===== config.mk =====
export PLATFORM = sky130hd
export DESIGN_NAME = pcam_capture
export DESIGN_NICKNAME = d
export VERILOG_FILES = /design/src/rtl/pcam_pkg.sv /design/src/rtl/pcam_sync.sv /design/src/rtl/pcam_pack.sv /design/src/rtl/pcam_fifo.sv /design/src/rtl/pcam_capture.sv
export SDC_FILE = /design/constraint.sdc
export NUM_CORES = 1
export LEC_CHECK = 0
export ABC_AREA = 1
export CELL_PAD_IN_SITES_DETAIL_PLACEMENT = 1
export CELL_PAD_IN_SITES_GLOBAL_PLACEMENT = 1
export CORE_AREA = 2 2 145 147
export DETAILED_ROUTE_END_ITERATION = 16
export DIE_AREA = 0 0 147 149
export DONT_BUFFER_PORTS = 1
export PLACE_DENSITY = 0.79
export SETUP_SLACK_MARGIN = 0.3
export SYNTH_ARGS = -nofsm -noshare
export SYNTH_HDL_FRONTEND = slang
export SYNTH_SLANG_ARGS = --single-unit

===== constraint.sdc =====
create_clock -name clk -period 4.84 [get_ports clk]
set_input_delay 0.242 -clock clk [delete_from_list [all_inputs] [get_ports clk]]
set_output_delay 0.242 -clock clk [all_outputs]
set_load 0.02 [all_outputs]

===== src/rtl/pcam_pkg.sv =====
package pcam_pkg;

    localparam int CTRL_W  = 11;
    localparam int FLAG_W  = 3;
    localparam int WORD_W  = 32;

    localparam logic [2:0] A_CTRL = 3'd0;
    localparam logic [2:0] A_IE   = 3'd1;
    localparam logic [2:0] A_STAT = 3'd2;
    localparam logic [2:0] A_CLR  = 3'd3;
    localparam logic [2:0] A_DATA = 3'd4;

    localparam logic [7:0] XY_FRAME_START = 8'hC0;
    localparam logic [7:0] XY_FRAME_END   = 8'hD0;
    localparam logic [7:0] XY_LINE_START  = 8'h80;
    localparam logic [7:0] XY_LINE_END    = 8'h90;

    typedef enum logic [1:0] {W8 = 2'd0, W10 = 2'd1, W12 = 2'd2, W14 = 2'd3} width_e;

    typedef enum logic [1:0] {EMB_IDLE, EMB_FF, EMB_Z1, EMB_Z2} emb_state_e;

    // control register layout, bit 0 = enable
    typedef struct packed {
        logic [1:0] rate;
        logic       embedded;
        width_e     width;
        logic       hs_inv_high;
        logic       vs_inv_high;
        logic       pclk_rise;
        logic       snapshot;
        logic       capture;
        logic       enable;
    } ctrl_t;

    // bit 0 frame, bit 1 overrun, bit 2 sync error
    typedef struct packed {
        logic err;
        logic ovr;
        logic frame;
    } flags_t;

    function automatic logic [15:0] pix_mask(width_e w);
        case (w)
            W8:      return 16'h00FF;
            W10:     return 16'h03FF;
            W12:     return 16'h0FFF;
            default: return 16'h3FFF;
        endcase
    endfunction

    function automatic logic [2:0] rate_mask(logic [1:0] r);
        case (r)
            2'd0:    return 3'd0;
            2'd1:    return 3'd1;
            2'd2:    return 3'd3;
            default: return 3'd7;
        endcase
    endfunction

endpackage


===== src/rtl/pcam_sync.sv =====
module pcam_sync
    import pcam_pkg::*;
#(
    parameter int DATA_W = 14
) (
    input  logic              clk,
    input  logic              rst,
    input  logic              strobe,
    input  logic [DATA_W-1:0] data,
    input  logic              hs,
    input  logic              vs,
    input  logic              hs_inv_high,
    input  logic              vs_inv_high,
    input  logic              embedded,
    output logic              pix_valid,
    output logic              frame_start,
    output logic              frame_end,
    output logic              code_err
);

    logic       vs_valid, hs_valid, vs_valid_q;
    logic [7:0] lo_byte;
    emb_state_e es, es_n;
    logic       fa, fa_n, la, la_n;
    logic       e_start, e_end, e_err, e_pix;
    logic       p_start, p_end, p_pix;

    assign vs_valid = vs ^ vs_inv_high;
    assign hs_valid = hs ^ hs_inv_high;
    assign lo_byte  = data[7:0];

    always_ff @(posedge clk) begin
        if (rst)         vs_valid_q <= 1'b0;
        else if (strobe) vs_valid_q <= vs_valid;
    end

    assign p_start = strobe && vs_valid && !vs_valid_q;
    assign p_end   = strobe && !vs_valid && vs_valid_q;
    assign p_pix   = strobe && vs_valid && hs_valid;

    always_comb begin
        es_n    = es;
        fa_n    = fa;
        la_n    = la;
        e_start = 1'b0;
        e_end   = 1'b0;
        e_err   = 1'b0;
        e_pix   = 1'b0;
        if (strobe && embedded) begin
            case (es)
                EMB_IDLE: begin
                    if (lo_byte == 8'hFF) es_n = EMB_FF;
                    else                  e_pix = fa && la;
                end
                EMB_FF: begin
                    if (lo_byte == 8'h00) es_n = EMB_Z1;
                    else begin e_err = 1'b1; es_n = EMB_IDLE; end
                end
                EMB_Z1: begin
                    if (lo_byte == 8'h00) es_n = EMB_Z2;
                    else begin e_err = 1'b1; es_n = EMB_IDLE; end
                end
                default: begin
                    es_n = EMB_IDLE;
                    case (lo_byte)
                        XY_FRAME_START: begin fa_n = 1'b1; la_n = 1'b0; e_start = 1'b1; end
                        XY_FRAME_END:   begin fa_n = 1'b0; la_n = 1'b0; e_end = 1'b1; end
                        XY_LINE_START:  la_n = fa;
                        XY_LINE_END:    la_n = 1'b0;
                        default:        e_err = 1'b1;
                    endcase
                end
            endcase
        end
    end

    always_ff @(posedge clk) begin
        if (rst || !embedded) begin
            es <= EMB_IDLE;
            fa <= 1'b0;
            la <= 1'b0;
        end else begin
            es <= es_n;
            fa <= fa_n;
            la <= la_n;
        end
    end

    assign pix_valid   = embedded ? e_pix   : p_pix;
    assign frame_start = embedded ? e_start : p_start;
    assign frame_end   = embedded ? e_end   : p_end;
    assign code_err    = e_err;

    p_err_needs_embedded_r13: assert property (@(posedge clk) disable iff (rst)
        code_err |-> (embedded && strobe));

endmodule


===== src/rtl/pcam_pack.sv =====
module pcam_pack
    import pcam_pkg::*;
#(
    parameter int DATA_W = 14
) (
    input  logic              clk,
    input  logic              rst,
    input  logic              clear,
    input  logic              pix_valid,
    input  logic [DATA_W-1:0] pix_data,
    input  width_e            width,
    output logic              word_valid,
    output logic [WORD_W-1:0] word
);

    localparam int LANES = WORD_W / 8;

    logic [1:0]  cnt, slot;
    logic        last;
    logic [15:0] pix16, m16;
    logic [7:0]  lane_q [LANES];

    assign pix16 = 16'(pix_data);
    assign m16   = pix16 & pix_mask(width);
    assign slot  = clear ? 2'd0 : cnt;
    assign last  = (width == W8) ? (slot == 2'd3) : (slot == 2'd1);

    for (genvar l = 0; l < LANES; l++) begin : g_lane
        logic       hit;
        logic [7:0] val;
        always_comb begin
            if (width == W8) begin
                hit = (slot == 2'(l));
                val = m16[7:0];
            end else begin
                hit = (slot[0] == (l >= 2));
                val = (l % 2 == 0) ? m16[7:0] : m16[15:8];
            end
        end
        always_ff @(posedge clk) begin
            if (rst)                   lane_q[l] <= 8'h00;
            else if (pix_valid && hit) lane_q[l] <= val;
        end
        assign word[l*8 +: 8] = lane_q[l];
    end

    always_ff @(posedge clk) begin
        if (rst) begin
            cnt        <= 2'd0;
            word_valid <= 1'b0;
        end else begin
            word_valid <= pix_valid && last;
            if (pix_valid)  cnt <= last ? 2'd0 : slot + 2'd1;
            else if (clear) cnt <= 2'd0;
        end
    end

    p_word_needs_pixel_r2: assert property (@(posedge clk) disable iff (rst)
        word_valid |-> $past(pix_valid));

endmodule


===== src/rtl/pcam_fifo.sv =====
module pcam_fifo #(
    parameter int W     = 32,
    parameter int DEPTH = 4
) (
    input  logic         clk,
    input  logic         rst,
    input  logic         push,
    input  logic [W-1:0] din,
    input  logic         pop,
    output logic [W-1:0] dout,
    output logic         full,
    output logic         empty
);

    // DEPTH is a power of two so the pointers wrap naturally
    localparam int AW = $clog2(DEPTH);

    logic [W-1:0] mem [DEPTH];
    logic [AW-1:0] wp, rp;
    logic [AW:0]   count;

    assign full  = (count == (AW+1)'(DEPTH));
    assign empty = (count == '0);
    assign dout  = mem[rp];

    always_ff @(posedge clk) begin
        if (push) mem[wp] <= din;
    end

    always_ff @(posedge clk) begin
        if (rst) begin
            wp    <= '0;
            rp    <= '0;
            count <= '0;
        end else begin
            if (push) wp <= wp + 1'b1;
            if (pop)  rp <= rp + 1'b1;
            count <= count + (AW+1)'(push) - (AW+1)'(pop);
        end
    end

    p_no_push_full_r10: assert property (@(posedge clk) disable iff (rst)
        push |-> (!full || pop));
    p_nonempty_after_push_r10: assert property (@(posedge clk) disable iff (rst)
        (push && !pop) |=> !empty);

endmodule


===== src/rtl/pcam_capture.sv =====
module pcam_capture
    import pcam_pkg::*;
#(
    parameter int DATA_W     = 14,
    parameter int FIFO_DEPTH = 4
) (
    input  logic              clk,
    input  logic              rst,
    input  logic              cam_pclk,
    input  logic              cam_hsync,
    input  logic              cam_vsync,
    input  logic [DATA_W-1:0] cam_data,
    input  logic              reg_wr,
    input  logic              reg_rd,
    input  logic [2:0]        reg_addr,
    input  logic [CTRL_W-1:0] reg_wdata,
    output logic [31:0]       reg_rdata,
    output logic              dma_req,
    output logic              irq
);

    ctrl_t  ctrl;
    flags_t ie, st, st_set, st_clr;

    logic              pclk_q, pclk_q2, hs_q, vs_q;
    logic [DATA_W-1:0] data_q;
    logic              strobe, run;
    logic              pix_valid, frame_start, frame_end, code_err;
    logic              take, in_frame, frame_done, accept, pack_clear;
    logic [2:0]        fcnt;
    logic              word_valid, fifo_push, fifo_pop, fifo_full, fifo_empty;
    logic [WORD_W-1:0] word, fifo_dout;

    // input sampling and pixel-clock edge strike
    always_ff @(posedge clk) begin
        if (rst) begin
            pclk_q  <= 1'b0;
            pclk_q2 <= 1'b0;
            hs_q    <= 1'b0;
            vs_q    <= 1'b0;
            data_q  <= '0;
        end else begin
            pclk_q  <= cam_pclk;
            pclk_q2 <= pclk_q;
            hs_q    <= cam_hsync;
            vs_q    <= cam_vsync;
            data_q  <= cam_data;
        end
    end

    assign strobe = ctrl.pclk_rise ? (pclk_q && !pclk_q2) : (!pclk_q && pclk_q2);
    assign run    = ctrl.enable && ctrl.capture;

    pcam_sync #(.DATA_W(DATA_W)) sync_i (
        .clk         (clk),
        .rst         (rst),
        .strobe      (strobe),
        .data        (data_q),
        .hs          (hs_q),
        .vs          (vs_q),
        .hs_inv_high (ctrl.hs_inv_high),
        .vs_inv_high (ctrl.vs_inv_high),
        .embedded    (ctrl.embedded),
        .pix_valid   (pix_valid),
        .frame_start (frame_start),
        .frame_end   (frame_end),
        .code_err    (code_err)
    );

    // frame tracking and decimation
    assign take       = (fcnt & rate_mask(ctrl.rate)) == 3'd0;
    assign frame_done = run && in_frame && frame_end && !frame_start;
    assign accept     = pix_valid && run && (frame_start ? take : in_frame);
    assign pack_clear = frame_start && run && take;

    always_ff @(posedge clk) begin
        if (rst || !run) begin
            fcnt     <= 3'd0;
            in_frame <= 1'b0;
        end else if (frame_start) begin
            fcnt     <= fcnt + 3'd1;
            in_frame <= take;
        end else if (frame_end) begin
            in_frame <= 1'b0;
        end
    end

    pcam_pack #(.DATA_W(DATA_W)) pack_i (
        .clk        (clk),
        .rst        (rst),
        .clear      (pack_clear),
        .pix_valid  (accept),
        .pix_data   (data_q),
        .width      (ctrl.width),
        .word_valid (word_valid),
        .word       (word)
    );

    assign fifo_push = word_valid && !fifo_full;
    assign fifo_pop  = reg_rd && (reg_addr == A_DATA) && !fifo_empty;

    pcam_fifo #(.W(WORD_W), .DEPTH(FIFO_DEPTH)) fifo_i (
        .clk   (clk),
        .rst   (rst),
        .push  (fifo_push),
        .din   (word),
        .pop   (fifo_pop),
        .dout  (fifo_dout),
        .full  (fifo_full),
        .empty (fifo_empty)
    );

    // registers
    always_ff @(posedge clk) begin
        if (rst) begin
            ctrl <= '0;
            ie   <= '0;
        end else begin
            if (reg_wr && reg_addr == A_CTRL) ctrl <= ctrl_t'(reg_wdata);
            if (reg_wr && reg_addr == A_IE)   ie   <= flags_t'(reg_wdata[FLAG_W-1:0]);
            if (frame_done && ctrl.snapshot)  ctrl.capture <= 1'b0;
        end
    end

    assign st_set = '{err: code_err && run, ovr: word_valid && fifo_full, frame: frame_done};
    assign st_clr = (reg_wr && reg_addr == A_CLR) ? flags_t'(reg_wdata[FLAG_W-1:0]) : '0;

    always_ff @(posedge clk) begin
        if (rst) st <= '0;
        else     st <= (st & ~st_clr) | st_set;
    end

    always_comb begin
        case (reg_addr)
            A_CTRL:  reg_rdata = 32'(ctrl);
            A_IE:    reg_rdata = 32'(ie);
            A_STAT:  reg_rdata = 32'(st);
            A_DATA:  reg_rdata = fifo_empty ? 32'h0 : fifo_dout;
            default: reg_rdata = 32'h0;
        endcase
    end

    assign dma_req = !fifo_empty;
    assign irq     = |(st & ie);

    p_ovr_source_r10: assert property (@(posedge clk) disable iff (rst)
        $rose(st.ovr) |-> $past(fifo_full));
    p_snap_stop_r7: assert property (@(posedge clk) disable iff (rst)
        (frame_done && ctrl.snapshot) |=> !ctrl.capture);
    p_frame_flag_src_r8: assert property (@(posedge clk) disable iff (rst)
        $rose(st.frame) |-> $past(in_frame));

endmodule


==> flow_summary.ini, run 1 <==
[status]
outcome = finished clean

[synthesis]
ys.flop_type = edfxtp_1
synth_cells = 855
avgSynthCellArea_um2 = 10.51
synth_nets = 907
synth_top_area_cell = edfxtp_1
yosysWarnings = 0
ys_top_cells_by_area = edfxtp_1, dfxtp_1, nor2_1, o21ai_0, nand2_1
netlist_area_mm2 = 0.008986
synth-edff-count = 160
yosysSeqAreaShare = 0.6594
async_flop_share = 0
synth_cell_types = 34
synth_top_area_frac = 0.5347
synth_seq_cells = 216

[drt]
drt_iter0_drc = 400
routed_wl_um = 23900
wl_per_cell_um = 20.26
avgViaCountPerCell = 5.391
dr.pass1.iters = 5
ant_nets = 0
drc = 0
num_vias = 6361

[critical_path]
reg2reg_depth = 13
r2r-end = fifo_i.count[2]$_SDFF_PP0_
cpMaxStageDelayCell = inv_1
r2r_slack_ns = 1.83
worstPathCellList = buf_4, inv_1, o21ai_0, o22ai_1, nand2_1, nand4_1
required_ns = 4.60
endpoint_kind = output port
start_kind = flop
critical_path_arrival_ns = 2.86
cpPeakStageDelay_ns = 0.85
crit_fanout = 33
r2r_start = fifo_i.count[2]$_SDFF_PP0_
critPathCapture = reg_rdata[2]
setup.worst_path.class = reg -> out

[clocking]
cts_hold_buf = 29
clk_latency_ns = 0.51
cts_root_buffer = clkbuf_16
cts_made_buffers = 23
cts_tree = done
htree_levels = 1
clock_sinks = 216
cts_resized = 0
clockBufferDepth = 3
post_cts_buffers = 0
cts.clk_slew.worst_paths_ns = 0.06

[cells_and_area]
final_common_cell = nor2_1
n_antenna_cell = 0
post-route-util = 0.5002
final_nets = 941
finalInstanceArea_mm2 = 0.01028
final_cell_mix = nor2_1, edfxtp_1, o21ai_0, nand2_1, inv_1
area_delta_synth_final_pct = 14.43
final_layout_size_suffix_gt1_frac = 0.09834

[power]
power.internal_mw = 2.980
clkPwrFrac = 0.437
pwr-share-comb = 0.026
peakVddDrop_mv = 0.2618
p_leak_nw = 3.723
p_sw_mw = 0.7898
switching_share = 0.2095
powerDensity_mw_per_mm2 = 366.6
pwr-share-seq = 0.537

[timing]
finalCritPeriodShare = 0.6418
min_period_ns = 3.107
fmax_mhz = 321.9
skew_ns = 0.01563
worst_pin_slew_ns = 1.154
rsz0062_at_grt = no
setup_viol = 0
final.setup.tns_ns = 0
drv_slew = 0
hold_viol = 0
worst_slack_ns = 1.733
slew_headroom = 0.2283

[global_route]
grtUsageMet2 = 0.4052
grt_pass1_wl_um = 36720
grt-ovfl-total = 0
antenna_found_initial = 0
grt_pass1_vias = 6801
met1_usage = 0.2541
busiest_layer = met2
grt_max_degree = 65
use_met3 = 0.03119
grt_use_total = 0.2165

[die]
chipWidth_um = 147
die-area_mm2 = 0.02190
rows = 53
initial_core_util = 0.4371
core_area_mm2 = 0.02056
die_h_um = 149
ios = 69

[placed_design]
place.gp.congestion = 0.8023
dpl-instance-area_mm2 = 0.009295
dpl.hpwl_um = 15250
dp_slack_ns = 1.939
io_buffers = 0

[job]
cap_violations = 0

[worst_hold_path]
hold_path_class = in -> reg
## cell type report
cell class                      instances  area [um2]
Clock inverter                         11       81.33
Tap cell                              275       344.1
Inverter                               85       319.1
Sequential cell                       216        5927
Multi-Input combinational cell        526        2645
Timing Repair Buffer                   37       350.3
Fill cell                            2261       10270
Clock buffer                           30       615.6
## Yosys cell counts (2+ instances only)
master / number
a21oi_1: 51
buf_1: 2
dfxtp_1: 56
nor2_2: 17
nand3_4: 4
nand3_1: 13
o21ai_0: 100
nor3_1: 6
o22ai_1: 11
nor2_1: 184
nand4_1: 8
o211ai_1: 2
clkbuf_1: 25
o21ai_1: 2
clkinv_1: 2
nand2_2: 5
inv_2: 6
nand2_1: 85
edfxtp_1: 160
ha_1: 16
inv_1: 77
a22oi_1: 2
nor4_1: 2
nand3_2: 4
nor2_4: 6
## layer usage
metal	vias to the layer above	wire, um
met5	-	0
met4	0	762
met3	54	1137
met2	180	12330
met1	3169	9669
li1	2958	-
## worst max-delay path: cells and delay by family, from the launching register on
kind	cells	cell delay [ns]
simple gates	2	0.36
compound gates	2	0.59
buf+inv	2	1.10
flops	1	0.30
## power by group through the flow
stage | sequential (mW) | combinational [mW] | clock (mW)
floorplan | 2.05 | 0.0565 | 0
global placement | 2.06 | 0.0698 | 0
detailed placement | 2.06 | 0.0729 | 0
CTS | 2.02 | 0.0968 | 1.67
global route | 2.02 | 0.108 | 1.74
finish | 2.02 | 0.0981 | 1.65
## through the flow
step | hold WS (ns) | power, mW | cells
detailed placement | 0.3184 | 2.136 | 1110
floorplan | 0.3490 | 2.107 | 855
finish | 0.01096 | 3.770 | 1180
global placement | 0.3150 | 2.129 | 1110
CTS | 0.006294 | 3.792 | 1180
global route | 0.02925 | 3.877 | 1180
## sequential cells by signal, indices dropped and copies added (netlist names), 2 cells and up, named ones only
signal,cells
fifo_i.count,3
fifo_i.wp,2
data_q,14
fifo_i.mem,128
ctrl,11
fcnt,3
pack_i.cnt,2
pack_i.lane_q,32
ie,3
fifo_i.rp,2
st,3
sync_i.es,2
## how the worst min path moves through the flow
stage                       startpoint                    to  slack (ns)  cells past startpoint
after floorplan            cam_data[0]  data_q[0]$_SDFF_PP0_        0.35                      2
after global placement             rst      st[1]$_SDFF_PP0_        0.31                      1
after detailed placement           rst      st[1]$_SDFF_PP0_        0.32                      1
after CTS                  reg_addr[2]      st[2]$_SDFF_PP0_       0.006                      4
after global routing      reg_wdata[6]  ctrl[6]$_SDFFE_PP0P_        0.03                      2
final                      reg_addr[2]      st[2]$_SDFF_PP0_        0.01                      4
## logic make-up after synthesis
| kind of cell | share of synthesized area |
|---|---|
| XOR/XNOR | 0.001950 |
| adder cells (fa/ha/maj) | 0.02451 |
| flip-flops | 0.6594 |
| AO/OA/AOI/OAI | 0.1005 |
| AND/OR/NAND/NOR | 0.1662 |
| buffers and inverters | 0.04734 |
No activity file was read; power rests on OpenSTA's default activity.
==> run 2: changes to the inputs <==
- PLACE_DENSITY: 0.79 -> 0.82
- clock period: 4.84 -> 2.8 ns (I/O delays scaled with it)
==> run 2 against run 1 <==
Register-to-register slack lost 1.4 ns. Cell area grew 3.5%. Sequential power increased by 73%.
==> flow_summary.ini, run 2 (synthesis results as in run 1) <==
[status]
outcome = finished clean

[placed_design]
dpl.hpwl_um = 15510
dpl-instance-area_mm2 = 0.009430
io_buffers = 0
place.gp.congestion = 0.8336

[timing]
worst_pin_slew_ns = 0.6616
slew_headroom = 0.5543
min_period_ns = 2.357
setup_viol = 0
rsz0062_at_grt = no
finalCritPeriodShare = 0.8416
hold_viol = 0
drv_slew = 0
fmax_mhz = 424.3
skew_ns = 0.01733
final.setup.tns_ns = 0

[cells_and_area]
final_nets = 970
top_regs = fifo_i.mem: 128 flops, pack_i.lane_q: 32 flops, data_q: 14 flops
final_cell_mix = nor2_1, edfxtp_1, o21ai_0, nand2_1, inv_1
finalInstanceArea_mm2 = 0.01065
largest_reg_flops = 128
nFillCells = 2250
final_common_cell = nor2_1
final_layout_size_suffix_gt1_frac = 0.1277
post-route-util = 0.5179
largest-register = fifo_i.mem
area_delta_synth_final_pct = 18.48

[clocking]
cts_root_buffer = clkbuf_16
cts_tree = done
clockBufferDepth = 3
cts.clk_slew.worst_paths_ns = 0.06
cts_made_buffers = 22
clk_latency_ns = 0.51
clock_sinks = 216
htree_levels = 1

[power]
peakVddDrop_mv = 0.3674
powerDensity_mw_per_mm2 = 632.1
p_leak_nw = 3.894
p_total_mw = 6.730

[die]
die-area_mm2 = 0.02190
core_area_mm2 = 0.02056
ios = 69
die_h_um = 149
chipWidth_um = 147
rows = 53
initial_core_util = 0.4371

[drt]
avgViaCountPerCell = 5.430
wl_met1_um = 9865
num_vias = 6560
met3_length_um = 1075
drt_iter0_drc = 411
drc = 0
dr_wl_met2_um = 13360
dr.pass1.iters = 5
wl_per_cell_um = 20.88
routed_wl_um = 25230
ant_nets = 0
top_layer = met4

[critical_path]
crit_fanout = 8
start_kind = flop
required_ns = 3.02
critical_path_arrival_ns = 2.57
setup.worst_path.class = reg -> reg
endpoint_kind = flop
r2r_slack_ns = 0.44

[global_route]
grt_pass1_wl_um = 38910
grt_use_total = 0.2294
grt_pass1_vias = 7145
antenna_found_initial = 1
grt_max_degree = 45
grt-ovfl-total = 0

[worst_hold_path]
hold_path_class = in -> reg

[job]
cap_violations = 0
-- run 2: changes by cell type in the layout (fill, tap and decap cells not counted), moves of 3 or more --
cell / change
dlygate4sd3_1: +7
nand2_1: -5
nand2_2: +3
bufinv_16: +3
buf_4: +20
-- run 2: final timing paths --
path / start / endpoint / depth (start not counted)
worst max-delay path: ctrl[3]$_SDFFE_PP0P_ / pack_i.lane_q[1][14]$_SDFFCE_PN0P_ / 12
worst min-delay path: reg_addr[1] / ie[0]$_SDFFE_PP0P_ / 4
worst max register to register: ctrl[3]$_SDFFE_PP0P_ / pack_i.lane_q[1][14]$_SDFFCE_PN0P_ / 12
worst min register to register: pclk_q$_SDFF_PP0_ / pclk_q2$_SDFF_PP0_ / 2
-- run 2: cell type report --
type,count,area [um2],area share
repair buffers,67,613.1,0.05759
multi-input cells,526,2698,0.2534
well taps,275,344.1,0.03232
flip-flops and latches,216,5927,0.5567
diodes,1,2.502,0.0002350
clock buffers,30,601.8,0.05653
inverters,85,322.8,0.03032
clock inverters,8,137.6,0.01293
-- run 2: worst max-delay path, stage by stage, from the launching register on --
cell     delay, ns
dfxtp_1       0.37
inv_1         0.10
nand2_1       0.15
nand4_1       0.25
o21ai_4       0.16
nand3_4       0.13
nand2_4       0.12
inv_1         0.08
ha_1          0.22
nor2_2        0.21
nor2_4        0.08
nand2_1       0.07
nand2_2       0.14
-- run 2: stage by stage --
| stage | std cells | hold slack [ns] | worst slack (ns) |
|---|---|---|---|
| floorplan | 855 | 0.2470 | 0.3521 |
| global placement | 1128 | 0.2138 | 0.3789 |
| detailed placement | 1128 | 0.2152 | 0.1786 |
| CTS | 1204 | 0.04906 | 0.3704 |
| global route | 1208 | 0.1302 | 0.2986 |
| finish | 1208 | 0.07657 | 0.4434 |
-- run 2: routing by layer --
| layer | vias to the layer above | GRT usage |
|---|---|---|
| met5 | - | 0 |
| met4 | 0 | 0.09952 |
| met3 | 64 | 0.02783 |
| met2 | 190 | 0.4322 |
| met1 | 3291 | 0.2629 |
| li1 | 3015 | - |
-- run 2: timing repair --
action	4_1_cts	5_1_grt
gates cloned	0	0
hold buffers	37	0
endpoints found under the setup margin	50	53
hold endpoints to repair	49	0
gates resized for setup	6	11
setup buffers	1	3
pin swaps	1	1
-- run 2: where the power goes --
group          switching (mW)  internal, mW
Sequential             0.0400          3.46
Combinational           0.123        0.0700
Clock                    1.17          1.87
